===== src/rtl/btb_pkg.sv =====
package btb_pkg;
  parameter int BTB_ADDR_W = 32;

  typedef struct packed {
    logic                  valid;
    logic [BTB_ADDR_W-1:0] tag;
    logic [BTB_ADDR_W-1:0] target;
  } btb_entry_t;
endpackage


===== src/rtl/btb_match.sv =====
module btb_match
  import btb_pkg::*;
#(
  parameter int ENTRIES = 8
) (
  input  logic                          clk,
  input  logic                          rst_n,
  input  btb_entry_t [ENTRIES-1:0]      ents,
  input  logic [BTB_ADDR_W-1:0]         addr,
  output logic [ENTRIES-1:0]            sel,
  output logic                          any
);
  localparam int IDX_W = (ENTRIES > 1) ? $clog2(ENTRIES) : 1;

  for (genvar i = 0; i < ENTRIES; i++) begin : g_cmp
    assign sel[i] = ents[i].valid && (ents[i].tag == addr);
  end

  assign any = |sel;

  // Update logic must never leave two valid entries with one tag
  assert_single_match_R5: assert property (@(posedge clk) disable iff (!rst_n)
    $onehot0(sel));
endmodule


===== src/rtl/btb_victim.sv =====
module btb_victim #(
  parameter int ENTRIES = 8,
  localparam int IDX_W = (ENTRIES > 1) ? $clog2(ENTRIES) : 1
) (
  input  logic             clk,
  input  logic             rst_n,
  input  logic             alloc,
  output logic [IDX_W-1:0] slot
);
  logic [IDX_W-1:0] slot_d;

  always_comb begin
    slot_d = slot;
    if (alloc) begin
      if (slot == IDX_W'(ENTRIES - 1)) slot_d = '0;
      else                             slot_d = slot + 1'b1;
    end
  end

  always_ff @(posedge clk or negedge rst_n) begin
    if (!rst_n)     slot <= '0;
    else if (alloc) slot <= slot_d;
  end

  assert_rr_hold_R6: assert property (@(posedge clk) disable iff (!rst_n)
    !alloc |=> $stable(slot));
  assert_rr_range_R6: assert property (@(posedge clk) disable iff (!rst_n)
    slot <= IDX_W'(ENTRIES - 1));
endmodule


===== src/rtl/btb_store.sv =====
module btb_store
  import btb_pkg::*;
#(
  parameter int ENTRIES = 8
) (
  input  logic                      clk,
  input  logic                      rst_n,
  input  logic [ENTRIES-1:0]        wr_en,
  input  logic [ENTRIES-1:0]        clr,
  input  logic [BTB_ADDR_W-1:0]     wr_tag,
  input  logic [BTB_ADDR_W-1:0]     wr_tgt,
  output btb_entry_t [ENTRIES-1:0]  ents
);
  for (genvar i = 0; i < ENTRIES; i++) begin : g_ent
    btb_entry_t ent_q;
    btb_entry_t ent_d;
    logic       ent_en;

    assign ent_en = clr[i] | wr_en[i];

    always_comb begin
      ent_d = ent_q;
      if (clr[i]) begin
        ent_d.valid = 1'b0;
      end else if (wr_en[i]) begin
        ent_d.valid  = 1'b1;
        ent_d.tag    = wr_tag;
        ent_d.target = wr_tgt;
      end
    end

    always_ff @(posedge clk or negedge rst_n) begin
      if (!rst_n)      ent_q <= '0;
      else if (ent_en) ent_q <= ent_d;
    end

    assign ents[i] = ent_q;

    assert_clear_wins_R8: assert property (@(posedge clk) disable iff (!rst_n)
      clr[i] |=> !ent_q.valid);
  end
endmodule


===== src/rtl/btb_predictor.sv =====
module btb_predictor
  import btb_pkg::*;
#(
  parameter int ENTRIES = 8,
  parameter int STEP    = 4
) (
  input  logic                  clk,
  input  logic                  rst_n,
  input  logic [BTB_ADDR_W-1:0] fetch_pc,
  input  logic                  upd_valid,
  input  logic [BTB_ADDR_W-1:0] upd_pc,
  input  logic [BTB_ADDR_W-1:0] upd_target,
  input  logic                  upd_taken,
  input  logic                  flush_all,
  output logic [BTB_ADDR_W-1:0] next_pc,
  output logic                  hit
);
  localparam int IDX_W = (ENTRIES > 1) ? $clog2(ENTRIES) : 1;

  btb_entry_t [ENTRIES-1:0] ents;
  logic [ENTRIES-1:0]       look_sel;
  logic [ENTRIES-1:0]       upd_sel;
  logic                     upd_hit;
  logic [IDX_W-1:0]         victim;
  logic                     rec;
  logic                     alloc;
  logic [ENTRIES-1:0]       wr_en;
  logic [ENTRIES-1:0]       clr;
  logic [BTB_ADDR_W-1:0]    look_tgt;

  btb_match #(.ENTRIES(ENTRIES)) u_look (
    .clk(clk), .rst_n(rst_n), .ents(ents), .addr(fetch_pc),
    .sel(look_sel), .any(hit)
  );

  btb_match #(.ENTRIES(ENTRIES)) u_updm (
    .clk(clk), .rst_n(rst_n), .ents(ents), .addr(upd_pc),
    .sel(upd_sel), .any(upd_hit)
  );

  assign rec   = upd_valid && upd_taken && !flush_all;
  assign alloc = rec && !upd_hit;

  btb_victim #(.ENTRIES(ENTRIES)) u_victim (
    .clk(clk), .rst_n(rst_n), .alloc(alloc), .slot(victim)
  );

  for (genvar i = 0; i < ENTRIES; i++) begin : g_ctl
    assign wr_en[i] = rec && (upd_hit ? upd_sel[i] : (victim == IDX_W'(i)));
    assign clr[i]   = flush_all || (upd_valid && !upd_taken && upd_sel[i]);
  end

  btb_store #(.ENTRIES(ENTRIES)) u_store (
    .clk(clk), .rst_n(rst_n), .wr_en(wr_en), .clr(clr),
    .wr_tag(upd_pc), .wr_tgt(upd_target), .ents(ents)
  );

  always_comb begin
    look_tgt = '0;
    for (int i = 0; i < ENTRIES; i++) begin
      if (look_sel[i]) look_tgt = look_tgt | ents[i].target;
    end
  end

  assign next_pc = hit ? look_tgt : (fetch_pc + BTB_ADDR_W'(STEP));

  assert_flush_empties_R8: assert property (@(posedge clk) disable iff (!rst_n)
    flush_all |=> !hit);

  assert_record_visible_R4: assert property (@(posedge clk) disable iff (!rst_n)
    (upd_valid && upd_taken && !flush_all) |=>
      ((fetch_pc != $past(upd_pc)) || (hit && next_pc == $past(upd_target))));

  assert_drop_on_fallthrough_R7: assert property (@(posedge clk) disable iff (!rst_n)
    (upd_valid && !upd_taken) |=> ((fetch_pc != $past(upd_pc)) || !hit));
endmodule


===== config.mk =====
export PLATFORM = sky130hd
export DESIGN_NAME = btb_predictor
export DESIGN_NICKNAME = d
export VERILOG_FILES = /design/src/rtl/btb_pkg.sv /design/src/rtl/btb_match.sv /design/src/rtl/btb_victim.sv /design/src/rtl/btb_store.sv /design/src/rtl/btb_predictor.sv
export SDC_FILE = /design/constraint.sdc
export NUM_CORES = 1
export LEC_CHECK = 0
export ABC_CLOCK_PERIOD_IN_PS = 3690
export BUFFER_PORTS_ARGS = -buffer_cell sky130_fd_sc_hd__buf_2
export CAP_MARGIN = 20
export CORE_AREA = 4 4 279 281
export DETAILED_ROUTE_END_ITERATION = 10
export DIE_AREA = 0 0 283 285
export REMOVE_ABC_BUFFERS = 1
export SYNTH_ARGS = -nofsm -noshare
export SYNTH_HDL_FRONTEND = slang
export SYNTH_HIERARCHICAL = 1
export SYNTH_SLANG_ARGS = --single-unit

===== constraint.sdc =====
create_clock -name clk -period 3.69 [get_ports clk]
set_input_delay 0.369 -clock clk [delete_from_list [all_inputs] [get_ports clk]]
set_output_delay 0.369 -clock clk [all_outputs]
set_load 0.03 [all_outputs]

# Word level (Yosys, flattened, before mapping)
# Cells that the tools add are included.
[totals] out_inout_bits=33 ff_bits=523 input_bits=101 wordCells=181
[classes] mux=34 n_reduce_logical=74 add_sub_neg=2 bitwise_logic=23 eq_ne=23
[ops] cell="$mux W65" count=8
[ops] cell="$eq A32 B32 Y1" count=16
[ops] cell="$mux W32" count=9
[ops] cell="$or A32 B32 Y32" count=7
[ops] cell="$logic_and A1 B1 Y1" count=36
[ops] cell="$add A32 B3 Y32 const B" count=1
[ops] cell="$reduce_and A3 Y1" count=8
[ops] cell="$mux W1" count=16
[ops] cell="$reduce_and A2 Y1" count=8
[ops] cell="$reduce_bool A2 Y1" count=8
[ops] cell="$reduce_or A8 Y1" count=2
[ops] cell="$eq A3 B3 Y1 const B" count=4
[ops] cell="$logic_or A1 B1 Y1" count=8
[ops] cell="$not A1 Y1" count=8
[ops] cell="$or A1 B1 Y1" count=8
[ops] cell="$eq A3 B2 Y1 const B" count=2
[ops] cell="$add A3 B1 Y3 const B" count=1
[ops] cell="$eq A3 B1 Y1 const B" count=1
[ops] cell="$logic_not A1 Y1" count=3
[ops] cell="$logic_not A3 Y1" count=1
[ops] cell="$mux W3" count=1

# Depth between registers and ports, before layout
[depth] depth_word=18 depth_mapped=15 depth_no_buf=11

# Cells and area by module
# The synthesis kept the hierarchy.
[by_module_without_submodules] mod="btb_store" cells_per_inst=1112 area_per_inst_um2=19571.3 instances=1
[by_module_without_submodules] mod="btb_match" cells_per_inst=388 area_per_inst_um2=3163.0 instances=2
[by_module_without_submodules] mod="btb_predictor" cells_per_inst=375 area_per_inst_um2=2482.4 instances=1
[by_module_without_submodules] mod="btb_victim" cells_per_inst=11 area_per_inst_um2=142.6 instances=1

# Worst setup path after synthesis
# OpenSTA, ideal clock, no wires.
[synth_timing] path_kind="input to output" from="in fetch_pc[8]" to="out next_pc[19]" setup_slack_ns=0.037 path_stages=12 t_arrival_ns=3.284 t_required_ns=3.321 path_cell_list="buf_4 > xnor2_1 > nand4_1 > nor4_1 > nand4_1 > nor4_1 > or4b_1 > clkbuf_1 > inv_1 > clkbuf_1 > clkbuf_1 > a31oi_1"
[synth_rtl] element="start, declared" line_no="btb_predictor.sv:9" text="input logic [BTB_ADDR_W-1:0] fetch_pc,"
[synth_rtl] element="$eq A32 B32 Y1" line_no="btb_match.sv:16" text="assign sel[i] = ents[i].valid && (ents[i].tag == addr);"
[synth_rtl] element="$logic_and A1 B1 Y1" line_no="btb_match.sv:16"
[synth_rtl] element="via look_sel[5]" line_no="btb_predictor.sv:21" text="logic [ENTRIES-1:0] look_sel;"
[synth_rtl] element="$reduce_or A8 Y1" line_no="btb_match.sv:19" text="assign any = |sel;"
[synth_rtl] element="via hit" line_no="btb_predictor.sv:16" text="output logic hit"
[synth_rtl] element="$mux W32" line_no="btb_predictor.sv:65" text="assign next_pc = hit ? look_tgt : (fetch_pc + BTB_ADDR_W'(STEP));"
[synth_rtl] element="end, declared" line_no="btb_predictor.sv:15" text="output logic [BTB_ADDR_W-1:0] next_pc,"
# The timed path passes the listed nets, and every way through them passes these cells.

# Final worst setup path
[layout_timing] from="reg u_store.g_ent[1].ent_q, in the netlist u_store/ents[123]" to="out next_pc[22]"
[layout_via] elab_chain_len=16
[layout_rtl] element="start, declared" line_no="btb_store.sv:15" text="btb_entry_t ent_q;"
[layout_rtl] element="start signal, assigned" line_no="btb_store.sv:34" text="else if (ent_en) ent_q <= ent_d;"
[layout_rtl] element="$eq A32 B32 Y1 *" line_no="btb_match.sv:16"
[layout_rtl] element="$logic_and A1 B1 Y1 *" line_no="btb_match.sv:16"
[layout_rtl] element="via look_sel[1]" line_no="btb_predictor.sv:21"
[layout_rtl] element="$mux W32" line_no="btb_predictor.sv:61" text="if (look_sel[i]) look_tgt = look_tgt | ents[i].target;"
[layout_rtl] element="$or A32 B32 Y32" line_no="btb_predictor.sv:61"
[layout_rtl] element="$mux W32" line_no="btb_predictor.sv:61"
[layout_rtl] element="$or A32 B32 Y32" line_no="btb_predictor.sv:61"
[layout_rtl] element="$mux W32" line_no="btb_predictor.sv:61"
[layout_rtl] element="$or A32 B32 Y32" line_no="btb_predictor.sv:61"
[layout_rtl] element="$mux W32" line_no="btb_predictor.sv:61"
[layout_rtl] element="$or A32 B32 Y32" line_no="btb_predictor.sv:61"
[layout_rtl] element="$mux W32" line_no="btb_predictor.sv:61"
[layout_rtl] element="$or A32 B32 Y32" line_no="btb_predictor.sv:61"
[layout_rtl] element="$mux W32" line_no="btb_predictor.sv:61"
[layout_rtl] element="$or A32 B32 Y32" line_no="btb_predictor.sv:61"
[layout_rtl] element="$mux W32" line_no="btb_predictor.sv:61"
[layout_rtl] element="$mux W32 *" line_no="btb_predictor.sv:65"
# Mark *: on every way through the listed nets, which the timed path passes. The rest lies on a longest branch.

==> run metrics <==
Worst EP arrival=3.74 ns; TritonCTS buffer count=56; clock latency on the worst-skew pair=0.62 ns; failing checks=setup timing; P&R area growth vs syn=28.2%; DIE HEIGHT=285 um; min Tclk post-route=4.11 ns; first-pass GRT wire length=143 mm; I/O pin count=134; #FFs+latches synth=523; number of max-cap violations=0; Req. time, crit path=3.32 ns; number of global-route vias before repair=21.7k; Place WS=-0.502 ns; net count of the finished layout=2849; ys flop type=dfrtp_1; critical path type=flip-flop to output pin; RSZ-0062 raised after global routing=yes; worst vdd ir=338 uV; RD Place Congestion=0.925; Port Buf Inserts=133; largest net degree at the start of global routing=90; CP Launch Point=u_store/ents[123]$_DFFE_PN0P_; clock skew=0.0267 ns; worst r2r dst=u_store/ents[98]$_DFFE_PN0P_; FF-to-FF setup slack=-0.22 ns; mapped cell area=28500 um^2; Worst R2R Path Depth=14; Startpoint Class=flip-flop; ANT nets after route=0; static leakage=17.4 nW; worst r2r src=u_store/ents[191]$_DFFE_PN0P_; Mean Syn Cell Area=12.5 um^2; # rows=101; CTS tree=done; gr usage total=0.234; top cells by area, synth=dfrtp_1 (46%), mux2_2 (20%), xor2_1 (14%); DRT iter0 DRCs=1804; Die Span X=283 um; final setup fails=225; H-tree depth=2; crit path capture=next_pc[22]; DPL Wire Length=69.0 mm; first-pass iteration count of the detailed router=6; Core Footprint=75400 um^2; Clock Pin Slew Worst Setup and Hold Paths=0.06 ns; root buffer cell=clkbuf_16; Synth cell types=46; leading area contributor after synthesis=dfrtp_1; Power Density=617 nW/um^2; Routed WL per cell=27.1 um; clock tree sinks=523; final hold viol count=0; Mapped Cells=2274; crit end category=output pin; antenna violations before repair=10; crit path max fanout=4; setup total negative slack=-29.88 ns; drt drc=0; final WL=102 mm; Final WS setup=-0.423 ns; Yosys warnings=6; EDFF count, synth=0; Hold Path Class=primary input to flip-flop; fmax=0.243 GHz; via/cell ratio=5.68; worst rel slew slack=0.417; Die ar.=80700 um^2; Seq/Total Area, Yosys=0.459; top-area cell type share of the netlist area=0.459; final max-slew violation count=0; vias=21.4k; fraction of layout cells with a size suffix above 1=0.463; status=finished, violations left; fraction of registers with async set/reset=1.00; period utilization=1.11; Worst-Margin Slew=0.875 ns; Clock Tree Buf Depth=3; GRT overflow=0; Hold Slack=0.0965 ns; Initial Utilization=0.378
==> cells in the final DEF, fill, tap and decap left out, types with 7 or more instances in the layout <==
cell,netlist,layout
a41o_1,12,12
clkbuf_8,0,11
a21o_1,8,8
nand3_1,35,33
xnor2_1,74,73
a22o_1,10,10
a221oi_1,10,10
buf_2,1,99
buf_6,110,47
a31oi_1,17,10
nor2_1,49,39
buf_4,12,328
clkinv_2,0,8
xor2_1,447,420
a22oi_1,114,109
nor4_1,105,82
inv_1,10,10
o21ai_0,22,11
or3_1,8,8
clkbuf_1,34,12
nor3_1,28,18
xor2_2,0,25
clkbuf_16,0,72
dfrtp_1,523,523
buf_12,0,61
nand2b_4,7,7
nand4_1,56,56
nand2_1,10,10
mux2_2,514,457
and4_1,9,9
buf_8,0,15
nor4_2,0,22
mux2_4,0,57
==> state kept, by name, summed over array words and instances (netlist names) <==
register / flops
u_victim/slot: 3
u_store/ents: 520
==> per-layer routing <==
layer | wire [um] | vias to the layer above | global-route usage | part of all wire
li1 | - | 9113 | - | -
met1 | 43200 | 11200 | 0.312 | 0.42
met4 | 4160 | 14 | 0.0773 | 0.041
met2 | 47600 | 846 | 0.389 | 0.47
met5 | 89 | - | 0 | 0.00087
met3 | 7010 | 221 | 0.0388 | 0.069
==> logic make-up (layout without fill, tap and decap cells) <==
kind of cell	count (synthesis)	in the layout	share of synthesized area
AO/OA/AOI/OAI	208	208	0.0540
XOR/XNOR	521	521	0.160
other	0	2	0
buffers and inverters	170	681	0.0532
flip-flops	523	523	0.459
multiplexers	514	514	0.203
adder cells (fa/ha/maj)	3	3	0.00132
AND/OR/NAND/NOR	335	336	0.0697
==> critical path, stage by stage (launching register included) <==
cell     delay, ns
dfrtp_1       0.44
xor2_2        0.21
nor4_1        0.08
nand3_1       0.18
nor3_2        0.12
or4_4         0.51
or4b_4        0.58
buf_8         0.16
buf_12        0.13
or4_4         0.49
nand3_4       0.09
buf_6         0.14
==> cell usage after synthesis (all sizes together), types with 8 or more instances <==
cell type / number
xnor2: 74
dfrtp: 523
mux2: 514
xor2: 447
clkbuf: 36
nor4: 105
or3: 8
nand4: 57
o21ai: 22
a221oi: 10
a31oi: 17
a22o: 10
inv: 10
a41o: 12
nor2: 49
nand2: 11
and4: 10
nand3: 36
buf: 124
a21o: 8
nor3: 28
a22oi: 114
==> worst min path at each step <==
stage,start,end,slack (ns),depth (start not counted)
after detailed placement,rst_n,u_store/ents[382]$_DFFE_PN0P_,0.48,1
after CTS,upd_target[9],u_store/ents[334]$_DFFE_PN0P_,0.06,2
after floorplan,rst_n,u_store/ents[0]$_DFFE_PN0P_,0.07,0
final,upd_target[16],u_store/ents[81]$_DFFE_PN0P_,0.1,2
after global routing,upd_target[9],u_store/ents[74]$_DFFE_PN0P_,0.08,2
after global placement,rst_n,u_store/ents[382]$_DFFE_PN0P_,0.48,1
==> through the flow <==
step           cells   util  instance area [um^2]  total power [W]
5_1_grt         3765  0.485                 36600           0.0236
6_report        3766  0.485                 36600           0.0226
3_3_place_gp    3589  0.429                 32400           0.0156
2_1_floorplan   2114      -                 27000           0.0137
3_5_place_dp    3589  0.429                 32400           0.0160
4_1_cts         3713  0.464                 35000           0.0220
==> final cells by class <==
| type | count | area, um^2 |
|---|---|---|
| multi-input combinational | 1582 | 14900 |
| antenna | 2 | 5.00 |
| sequential | 523 | 13100 |
| timing repair buffer | 572 | 5480 |
| inverter | 10 | 37.5 |
| clock buffer | 79 | 1600 |
| tap | 978 | 1220 |
| fill | 6578 | 38900 |
| clock inverter | 20 | 255 |
==> what timing repair did <==
action	in CTS	in global routing
resized for setup	133	175
cloned	2	21
pin swaps	26	32
setup buffers	24	35
setup endpoints to repair	92	474
hold endpoints to repair	76	0
hold buffers	1	0
==> report_power, final <==
group | leakage [nW] | internal, W | switching [W] | total, W
Sequential | 6.97 | 0.00810 | 0.00193 | 0.0100
Clock | 0.905 | 0.00335 | 0.00239 | 0.00575
Combinational | 9.50 | 0.00390 | 0.00288 | 0.00677
Power figures use the tool's default switching activity.
